[src/rtl/tmr_rst_pkg.sv]
package tmr_rst_pkg;
  localparam int unsigned NUM_SRC = 6;
  localparam int unsigned SEL_W   = 3;

  typedef struct packed {
    logic rise_en;
    logic rise_edge;
    logic fall_en;
    logic fall_edge;
  } pol_cfg_t;
endpackage

[src/rtl/tmr_rst_sync.sv]
module tmr_rst_sync #(
  parameter int unsigned W = 6
) (
  input  logic         clk_i,
  input  logic         rst_ni,
  input  logic [W-1:0] d_i,
  output logic [W-1:0] q_o
);
  for (genvar g = 0; g < W; g++) begin : g_bit
    logic s1_q, s2_q;
    always_ff @(posedge clk_i or negedge rst_ni) begin
      if (!rst_ni) begin
        s1_q <= 1'b0;
        s2_q <= 1'b0;
      end else begin
        s1_q <= d_i[g];
        s2_q <= s1_q;
      end
    end
    assign q_o[g] = s2_q;
  end
endmodule

[src/rtl/tmr_rst_qual.sv]
module tmr_rst_qual
  import tmr_rst_pkg::*;
#(
  parameter int unsigned N  = NUM_SRC,
  parameter int unsigned SW = SEL_W
) (
  input  logic          clk_i,
  input  logic          rst_ni,
  input  logic [N-1:0]  sync_i,
  input  logic [SW-1:0] sel_i,
  input  pol_cfg_t      cfg_i,
  input  logic          cfg_wr_i,
  output logic          evt_o,
  output logic          lvl_o
);
  logic valid, cur, prev_q;
  logic rise_e, fall_e, rise_l, fall_l;

  assign valid = (32'(sel_i) < N);
  assign cur   = valid ? sync_i[sel_i] : 1'b0;

  // previous sample follows the mux every cycle; a control write also reloads it
  always_ff @(posedge clk_i or negedge rst_ni) begin
    if (!rst_ni) prev_q <= 1'b0;
    else         prev_q <= cur;
  end

  assign rise_e = valid && !cfg_wr_i && cfg_i.rise_en && cfg_i.rise_edge &&  cur && !prev_q;
  assign fall_e = valid && !cfg_wr_i && cfg_i.fall_en && cfg_i.fall_edge && !cur &&  prev_q;
  assign rise_l = valid && cfg_i.rise_en && !cfg_i.rise_edge &&  cur;
  assign fall_l = valid && cfg_i.fall_en && !cfg_i.fall_edge && !cur;

  assign evt_o = rise_e | fall_e;
  assign lvl_o = rise_l | fall_l;
endmodule

[src/rtl/tmr_rst_pend.sv]
module tmr_rst_pend (
  input  logic clk_i,
  input  logic rst_ni,
  input  logic evt_i,
  input  logic tick_i,
  input  logic cnt_wr_i,
  output logic pend_o
);
  logic pend_q;
  always_ff @(posedge clk_i or negedge rst_ni) begin
    if (!rst_ni)       pend_q <= 1'b0;
    else if (cnt_wr_i) pend_q <= 1'b0;
    else if (evt_i)    pend_q <= 1'b1;
    else if (tick_i)   pend_q <= 1'b0;
  end
  assign pend_o = pend_q;
endmodule

[src/rtl/tmr_rst_cond.sv]
module tmr_rst_cond
  import tmr_rst_pkg::*;
#(
  parameter int unsigned N  = NUM_SRC,
  parameter int unsigned SW = SEL_W
) (
  input  logic          clk_i,
  input  logic          rst_ni,
  input  logic [N-1:0]  src_i,
  input  logic [SW-1:0] sel_i,
  input  logic          rise_en_i,
  input  logic          rise_edge_i,
  input  logic          fall_en_i,
  input  logic          fall_edge_i,
  input  logic          cfg_wr_i,
  input  logic          tick_i,
  input  logic          cnt_wr_i,
  output logic          rst_req_o
);
  logic [N-1:0] sync_w;
  logic         evt_w, lvl_w, pend_w;
  pol_cfg_t     cfg_w;

  assign cfg_w = '{rise_en: rise_en_i, rise_edge: rise_edge_i,
                   fall_en: fall_en_i, fall_edge: fall_edge_i};

  tmr_rst_sync #(.W(N)) u_sync (
    .clk_i (clk_i), .rst_ni (rst_ni), .d_i (src_i), .q_o (sync_w)
  );

  tmr_rst_qual #(.N(N), .SW(SW)) u_qual (
    .clk_i (clk_i), .rst_ni (rst_ni), .sync_i (sync_w), .sel_i (sel_i),
    .cfg_i (cfg_w), .cfg_wr_i (cfg_wr_i), .evt_o (evt_w), .lvl_o (lvl_w)
  );

  tmr_rst_pend u_pend (
    .clk_i (clk_i), .rst_ni (rst_ni), .evt_i (evt_w), .tick_i (tick_i),
    .cnt_wr_i (cnt_wr_i), .pend_o (pend_w)
  );

  // counter write has precedence over any reset source
  assign rst_req_o = (pend_w | lvl_w) & ~cnt_wr_i;
endmodule

[config.mk]
export PLATFORM = sky130hd
export DESIGN_NAME = tmr_rst_cond
export DESIGN_NICKNAME = d
export VERILOG_FILES = /design/src/rtl/tmr_rst_pkg.sv /design/src/rtl/tmr_rst_sync.sv /design/src/rtl/tmr_rst_qual.sv /design/src/rtl/tmr_rst_pend.sv /design/src/rtl/tmr_rst_cond.sv
export SDC_FILE = /design/constraint.sdc
export NUM_CORES = 1
export LEC_CHECK = 0
export ABC_AREA = 1
export BUFFER_PORTS_ARGS = -buffer_cell sky130_fd_sc_hd__buf_2
export CORE_MARGIN = 3
export CORE_UTILIZATION = 43
export DETAILED_ROUTE_END_ITERATION = 12
export PLACE_DENSITY = 0.74
export SLEW_MARGIN = 10
export SYNTH_ARGS = -nofsm -noshare
export SYNTH_HDL_FRONTEND = slang
export SYNTH_HIERARCHICAL = 1
export SYNTH_SLANG_ARGS = --single-unit
[constraint.sdc]
create_clock -name clk_i -period 1.4 [get_ports clk_i]
set_clock_uncertainty 0.15 [all_clocks]
set_input_delay 0 -clock clk_i [delete_from_list [all_inputs] [get_ports clk_i]]
set_output_delay 0 -clock clk_i [all_outputs]
set_load 0.03 [all_outputs]
==> results.cfg, run 1 <==
[worst_setup_path]
worstSetupStartpointType = flip-flop
crit_arrival_ns = 1.36
crit_chain = inv_2, o21ai_2, nand3_2, nand2_2, nand2_1, nand2_1, nor2_2, nor2_2, buf_6
criticalPathCategory = reg2out
slowest_delay_ns = 0.35
path_delay_family = simple AND/OR/NAND/NOR gates
worst-path-buf-inv = 2
critPathCaptureType = output pin
cp_data_required_time_ns = 1.25
cp_max_fo = 3
cpMaxStageDelayCell = dfrtp_1

[timing]
layout_setup_ws_ns = -0.106
min_period_over_period = 1.08
holdWs_ns = -0.131
report.final.slew_viol_count = 0
worst_slew_pin_slew_ns = 0.300
rsz0062_at_grt = yes
max_freq_mhz = 664
layout_min_cycle_time_ns = 1.51
slew-limit-headroom = 0.800
setup_viol_count_final = 1
hold_viol = 1

[route]
drt_iter0_drc = 1
wirelength_mm = 1.09
vias = 478
drc = 0
wire_per_inst_um = 10.3
postRouteAntennaNets = 0
first_pass_iters = 4
vias_per_cell = 4.51

[die]
die_h_um = 43.8
dieArea_um2 = 1910
io_pins = 19
coreArea_um2 = 1220
die_w_um = 43.8
initial_core_util = 0.504
row_count = 12

[min_path]
hp-class = in2reg

[pwr]
power_w = 0.000845
ir_drop_uv = 1070
powerDensity_nw_per_um2 = 1020
p_leak_nw = 0.446

[finish]
drive_gt1_frac = 0.348
fin_area_um2 = 827
antenna-diode-count = 0
fillCellCount = 86
fin_util = 0.680
synthToLayoutAreaGrowth_pct = 34.9
final_nets = 111
layout.cells.non_filler = 106

[run_status]
violations = negative hold slack, negative setup slack
status = complete, but fails checks

[place]
post-place-cells = 92
dpl-instance-area_um2 = 678
portBuffers = 18
routabilityCongestion = 0.799
dp_hpwl_um = 710

[clocking]
cts_sinks = 14
htree_levels = 1
clockBufferDepth = 2
cts.reportedPaths.clkPinSlew_ns = 0.09
clk_latency_ns = 0.27
cts_root_buf = clkbuf_4
cts_buffers = 3
cts_tree = yes
cts-hold-fix-buffers = 10

[logic_synthesis]
synth.avg_cell_area_um2 = 9.29
async_reset_ff_frac = 1.00
synthTopCellsByArea = dfrtp_1, nand2_1, buf_4
netlist_top_cells_count = nand2_1, dfrtp_1, inv_1, nor2_1, buf_4
synthCells = 66
synth_seq_cells = 14
synth_most_common_cell = nand2_1
synth-seq-area-share = 0.571
syn_area_um2 = 613
synth_nets = 84
ys.flop_type = dfrtp_1
yosysTopAreaCell = dfrtp_1
synth_cell_types = 11
netlist.area_leader.share = 0.571
synth_warnings = 6
synth_edf_count = 0

[global_route]
grt_pass1_wl_mm = 1.75
grt_max_degree = 15
antenna_found_initial = 0
grt_pass1_vias = 456
overflow = 0
track_usage = 0.126

[flow_run]
max_cap_violations = 0
-- metrics by stage --
step	setup TNS (ns)	setup WS [ns]	hold slack [ns]
after floorplan	0	0.125	-0.446
after global placement	0	0.173	-0.254
after detailed placement	0	0.159	-0.247
after CTS	-0.101	-0.101	-0.118
after global routing	-0.187	-0.187	-0.119
final	-0.106	-0.106	-0.131
-- layout make-up --
cell class	count	area, um^2	share of cell area
Clock buffer	4	36.3	0.0439
Inverter	9	33.8	0.0408
Multi-Input combinational cell	37	193	0.233
Sequential cell	14	350	0.424
Tap cell	14	17.5	0.0212
Timing Repair Buffer	28	196	0.238
-- worst reg2reg max path, stage by stage (launching register included) --
cell and delay [ns]:
dfrtp_1 0.37, nand2_1 0.09, nand2_1 0.05, nor2_1 0.08
nor2_1 0.04, nand3_1 0.07, nand2_1 0.07, inv_1 0.05
inv_1 0.04, a21oi_2 0.12
-- cell families after synthesis --
group | share of synthesized area
AND/OR/NAND/NOR | 0.278
buffers and inverters | 0.129
flip-flops | 0.571
AO/OA/AOI/OAI | 0.0224
-- cell usage in the layout, fill, tap and decap left out --
cell           netlist  final
nor2_2               0      2
o21ai_2              0      1
nand2_1             17     17
clkbuf_4             0      3
nand3_1              3      3
inv_2                0      1
clkbuf_8             0      1
buf_6                0      1
nand3b_1             2      2
nand3_2              4      4
nor2_1               8      6
nand2_2              1      1
dfrtp_1             14     14
inv_1                9      8
dlygate4sd3_1        0     10
buf_2                0     17
a21oi_2              1      1
-- flip-flops by register name, summed over array words and instances, names as in the netlist --
register	cells
u_pend/pend_o	1
u_qual/prev_q	1
u_sync/g_bit.s1_q	6
u_sync/g_bit.s2_q	6
-- metal layers --
layer / vias to the layer above / GRT usage / share of wire
met5: - / 0 / 0
met1: 211 / 0.125 / 0.39
li1: 246 / - / -
met4: 0 / 0.0723 / 0.016
met2: 17 / 0.241 / 0.55
met3: 4 / 0.0166 / 0.053
-- timing repair --
| action | in CTS | in global routing |
|---|---|---|
| gates resized for setup | 2 | 3 |
| setup buffers | 0 | 0 |
| hold endpoints to repair | 22 | 1 |
| endpoints found under the setup margin | 1 | 1 |
| pin swaps | 5 | 1 |
-- power by group --
group | switching (W) | total, W | leakage [nW] | internal, W
combinational | 0.0000658 | 0.000130 | 0.259 | 0.0000643
sequential | 0.00000770 | 0.000434 | 0.166 | 0.000426
clock | 0.000123 | 0.000281 | 0.0210 | 0.000158
total | 0.000197 | 0.000845 | 0.446 | 0.000649
-- worst paths after layout --
kind,slack (ns),cells past startpoint,endpoint,startpoint
worst max-delay path,-0.11,9,rst_req_o,u_sync/g_bit[4].s2_q
worst min-delay path,-0.13,3,u_qual/prev_q,sel_i[2]
worst max register to register,0.20,9,u_pend/pend_o,u_sync/g_bit[5].s2_q
worst min register to register,0.20,0,u_sync/g_bit[1].s2_q,u_sync/g_bit[1].s1_q
max in group asynchronous,0.34,3,u_sync/g_bit[0].s2_q,rst_ni
min in group asynchronous,0.53,3,u_sync/g_bit[4].s1_q,rst_ni
Power figures use the tool's default switching activity.
==> run 2: changes to the inputs <==
PLACE_DENSITY = 0.69   (was 0.74)
==> results.cfg, run 2 (synthesized netlist as in run 1, its figures left out) <==
[clocking]
cts-hold-fix-buffers = 10
htree_levels = 1
cts_tree = yes
clockBufferDepth = 2
cts_buffers = 3
cts.reportedPaths.clkPinSlew_ns = 0.07
cts_sinks = 14
cts_root_buf = clkbuf_4
clk_latency_ns = 0.26

[worst_setup_path]
r2r_slack_ns = 0.11
r2r_start = u_sync/g_bit[1].s2_q
cp_max_fo = 3
critPathCaptureType = output pin
r2r_end = u_pend/pend_o
cp_data_required_time_ns = 1.25
crit_chain = inv_1, o21ai_2, nand3_2, nand2_2, nand2_1, nand2_1, nor2_2, nor2_2, buf_6
slowest_delay_ns = 0.32
crit_arrival_ns = 1.34
worstSetupStartpointType = flip-flop
cpMaxStageDelayCell = dfrtp_1
criticalPathCategory = reg2out
worstRegToRegCells = 10

[finish]
final_nets = 112
fillCellCount = 95
mostFrequentLayoutCells = buf_2, nand2_1, dfrtp_1
drive_gt1_frac = 0.359
final_common_cell = buf_2
antenna-diode-count = 0
layout.cells.non_filler = 106
reg.largest.list = u_sync/g_bit.s1_q x6, u_sync/g_bit.s2_q x6
synthToLayoutAreaGrowth_pct = 35.1

[timing]
setup_tns_ns = -0.0906
max_freq_mhz = 671
setup_viol_count_final = 1
layout_setup_ws_ns = -0.0906
slew-limit-headroom = 0.806
min_period_over_period = 1.06
layout_min_cycle_time_ns = 1.49
rsz0062_at_grt = yes
worst_slew_pin_slew_ns = 0.291
hold_viol = 1
holdWs_ns = -0.104
report.final.slew_viol_count = 0

[die]
die_w_um = 43.8
row_count = 12
die_h_um = 43.8
initial_core_util = 0.504
io_pins = 19
coreArea_um2 = 1220
dieArea_um2 = 1910

[flow_run]
max_cap_violations = 0

[global_route]
antenna_found_initial = 0
grt_pass1_wl_mm = 1.77
grt_pass1_vias = 490
track_usage = 0.123
overflow = 0
grt_max_degree = 15

[place]
post-place-cells = 92
portBuffers = 18
routabilityCongestion = 0.818
dp_slack_ns = 0.146
dp_hpwl_um = 735

[route]
wire_per_inst_um = 9.70
drt_iter0_drc = 1
drc = 0
vias = 466
first_pass_iters = 2
wirelength_mm = 1.03
vias_per_cell = 4.40
postRouteAntennaNets = 0

[pwr]
p_leak_nw = 0.447
power_w = 0.000770
powerDensity_nw_per_um2 = 929
ir_drop_uv = 670

[run_status]
violations = negative hold slack, negative setup slack
status = complete, but fails checks

[min_path]
holdPathEnd = u_qual/prev_q
holdPathStages = 3
min_from = sel_i[2]
hp-class = in2reg
==> run 2: worst max-delay path, delay by kind of cell (launching register included) <==
family | cells | cell delay (ns)
DFF | 1 | 0.32
buffers and inverters | 2 | 0.20
AOI/OAI and AO/OA | 1 | 0.12
and+or+nand+nor | 6 | 0.45
==> run 2: final cells by class <==
type	count	area, um^2	area share
Sequential cell	14	350	0.423
Timing Repair Buffer	29	204	0.246
Multi-Input combinational cell	37	200	0.242
Inverter	9	33.8	0.0408
Clock buffer	3	22.5	0.0272
Tap cell	14	17.5	0.0211
==> run 2: worst max-delay path by stage <==
stage / start / endpoint / slack [ns] / cells past startpoint
2_1_floorplan: u_sync/g_bit[1].s2_q / rst_req_o / 0.12 / 8
3_3_place_gp: u_sync/g_bit[1].s2_q / rst_req_o / 0.17 / 9
3_5_place_dp: u_sync/g_bit[0].s2_q / rst_req_o / 0.15 / 9
4_1_cts: u_sync/g_bit[0].s2_q / rst_req_o / -0.09 / 9
5_1_grt: u_sync/g_bit[5].s2_q / rst_req_o / -0.21 / 9
6_report: u_sync/g_bit[4].s2_q / rst_req_o / -0.09 / 9
==> run 2: layer usage <==
layer	GRT usage	share of wire
met1	0.140	0.43
met2	0.218	0.53
met3	0.0290	0.041
met4	0.0482	0
met5	0	0
==> run 2: where the power goes <==
part           switching [W]  internal [W]
clock network       0.000103     0.0000991
logic              0.0000668     0.0000673
registers         0.00000687      0.000427
total               0.000176      0.000593
==> run 2: metrics by stage <==
stage / cell area, um^2 / utilization
2_1_floorplan: 616 / -
3_3_place_gp: 678 / 0.558
3_5_place_dp: 678 / 0.558
4_1_cts: 815 / 0.670
5_1_grt: 828 / 0.681
6_report: 828 / 0.681
==> run 2: timing repair <==
item / 4_1_cts / 5_1_grt
pin swaps: 5 / 1
setup buffers: 1 / 0
gates resized for setup: 2 / 4
setup endpoints to repair: 1 / 2
endpoints found under the hold margin: 22 / 1
==> run 3: changes to the inputs <==
ABC_AREA = not set   (was 1)
BUFFER_PORTS_ARGS = -buffer_cell sky130_fd_sc_hd__buf_4   (was -buffer_cell sky130_fd_sc_hd__buf_2)
PLACE_DENSITY = 0.7   (was 0.69)
==> results.cfg, run 3 <==
[pwr]
clkPwrFrac = 0.330
ir_drop_uv = 668
p_int_w = 0.000684
p_leak_nw = 0.413
switchingPower_w = 0.000212
powerDensity_nw_per_um2 = 977
p_comb_frac = 0.185
power.share.sequential = 0.485
switching_share = 0.237

[min_path]
hp-class = in2reg

[clocking]
htree_levels = 1
clk_latency_ns = 0.29
cts_tree = yes
cts_sinks = 14
cts_root_buf = clkbuf_4
cts_buffers = 3
clockBufferDepth = 2
cts.reportedPaths.clkPinSlew_ns = 0.08

[die]
io_pins = 19
coreArea_um2 = 1170
die_h_um = 42.4
initial_core_util = 0.486
row_count = 12
dieArea_um2 = 1800
die_w_um = 42.4

[logic_synthesis]
syn_area_um2 = 569
synth_mux_area_frac = 0.0703
synth_edf_count = 0
yosysTopAreaCell = dfrtp_1
ys.flop_type = dfrtp_1
synthCells = 43
synth_warnings = 6
synth_nets = 61
post_synth_and_or_nand_nor_area_fraction = 0.112
synth-compound-area-share = 0.103
netlist_top_cells_count = dfrtp_1, buf_4, mux2i_1, inv_1, nand2b_1
synth_most_common_cell = dfrtp_1
netlist.area_leader.share = 0.615
synth_cell_types = 17
synth-adder-area-share = 0
synth_top_family_by_area = simple AND/OR/NAND/NOR gates
synthTopCellsByArea = dfrtp_1, buf_4, mux2i_1
async_reset_ff_frac = 1.00
synth-seq-area-share = 0.615
synth_seq_cells = 14
synth_xor_area_frac = 0
synth.avg_cell_area_um2 = 13.2

[global_route]
track_usage = 0.199
grt_max_degree = 15
grt_pass1_vias = 511
overflow = 0
grt_pass1_wl_mm = 2.36
antenna_found_initial = 0

[route]
postRouteAntennaNets = 0
vias_per_cell = 5.22
first_pass_iters = 4
wire_per_inst_um = 17.5
drt_iter0_drc = 7
drc = 0
vias = 470
wirelength_mm = 1.57

[timing]
setup_viol_count_final = 3
slew-limit-headroom = 0.797
hold_viol = 0
holdWs_ns = 0.0842
max_freq_mhz = 524
min_period_over_period = 1.36
layout_min_cycle_time_ns = 1.91
rsz0062_at_grt = yes
report.final.slew_viol_count = 0
layout_setup_ws_ns = -0.507
worst_slew_pin_slew_ns = 0.304

[place]
routabilityCongestion = 0.653
dp_hpwl_um = 654
dp_slack_ns = -0.215
portBuffers = 18
post-place-cells = 70
dpl-instance-area_um2 = 684

[worst_setup_path]
cp_max_fo = 2
cpMaxStageDelayCell = dfrtp_1
cp_data_required_time_ns = 1.25
critPathCaptureType = output pin
slowest_delay_ns = 0.39
worst-path-buf-inv = 1
path_delay_family = compound AO/OA/AOI/OAI gates
crit_chain = mux2i_2, nor3_2, o21bai_4, a222oi_1, o21ba_2, buf_6
crit_arrival_ns = 1.76
criticalPathCategory = reg2out
worstSetupStartpointType = flip-flop

[finish]
mostFrequentLayoutCells = buf_4, dlygate4sd3_1, dfrtp_1
fillCellCount = 69
layout.cells.non_filler = 90
final_common_cell = buf_4
reg.largest.list = u_sync/g_bit.s1_q x6, u_sync/g_bit.s2_q x6
synthToLayoutAreaGrowth_pct = 61.1
final_nets = 95
antenna-diode-count = 0
fin_area_um2 = 917
drive_gt1_frac = 0.447

[run_status]
violations = negative setup slack
status = complete, but fails checks

[flow_run]
max_cap_violations = 0
run 3: cell families (layout without fill, tap and decap cells):
group / after synthesis / after routing
muxes: 4 / 4
AOI/OAI and AO/OA: 7 / 7
DFF: 14 / 14
and+or+nand+nor: 9 / 9
buffers and inverters: 9 / 42
run 3: worst paths after layout:
check	start	end	slack [ns]	depth (start not counted)
max reg2reg	u_sync/g_bit[5].s2_q	u_pend/pend_o	-0.39	7
max	u_sync/g_bit[0].s2_q	rst_req_o	-0.51	6
min in group asynchronous	rst_ni	u_sync/g_bit[5].s1_q	0.52	3
min reg2reg	u_sync/g_bit[5].s1_q	u_sync/g_bit[5].s2_q	0.21	0
max in group asynchronous	rst_ni	u_sync/g_bit[4].s1_q	0.42	3
min	sel_i[1]	u_qual/prev_q	0.08	5
run 3: metrics by stage:
step,total power [W],setup TNS (ns),util
6_report,0.000896,-0.935,0.783
5_1_grt,0.000922,-1.09,0.783
4_1_cts,0.000852,-0.646,0.753
3_5_place_dp,0.000542,-0.418,0.584
3_3_place_gp,0.000540,-0.356,0.584
2_1_floorplan,0.000489,-0.220,-
run 3: power by group through the flow:
stage	logic (W)	registers (W)	clock network, W
2_1_floorplan	0.0000511	0.000438	0
3_3_place_gp	0.000101	0.000439	0
3_5_place_dp	0.000102	0.000440	0
4_1_cts	0.000141	0.000432	0.000280
5_1_grt	0.000176	0.000437	0.000309
6_report	0.000166	0.000435	0.000296
run 3: repair_timing:
action                                  4_1_cts  5_1_grt
hold buffers                                 15        1
endpoints found under the hold margin        21       14
cloned                                        0        0
endpoints found under the setup margin        3       17
pin swaps                                     3        4
setup buffers                                 1        0
gates resized for setup                       1        8
run 3: worst reg2reg max path, delay by kind of cell, from the launching register on:
kind	cells	cell delay (ns)
buffers and inverters	2	0.28
flip-flops	1	0.40
AO/OA/AOI/OAI	2	0.39
AND/OR/NAND/NOR	1	0.06
multiplexers	2	0.43
run 3: area by class of cell:
type,count,area (um^2),share of cell area
clock buffers,4,36.3,0.0396
well taps,14,17.5,0.0191
multi-input cells,20,194,0.211
inverters,3,11.3,0.0123
flip-flops and latches,14,350,0.382
repair buffers,35,308,0.336
run 3: per-layer routing:
metal	routed length [um]	GRT usage	vias to the layer above	part of all wire
li1	-	-	208	-
met1	479	0.151	229	0.30
met2	902	0.377	24	0.57
met3	103	0.0773	9	0.066
met4	85	0.155	0	0.054
met5	0	0	-	0
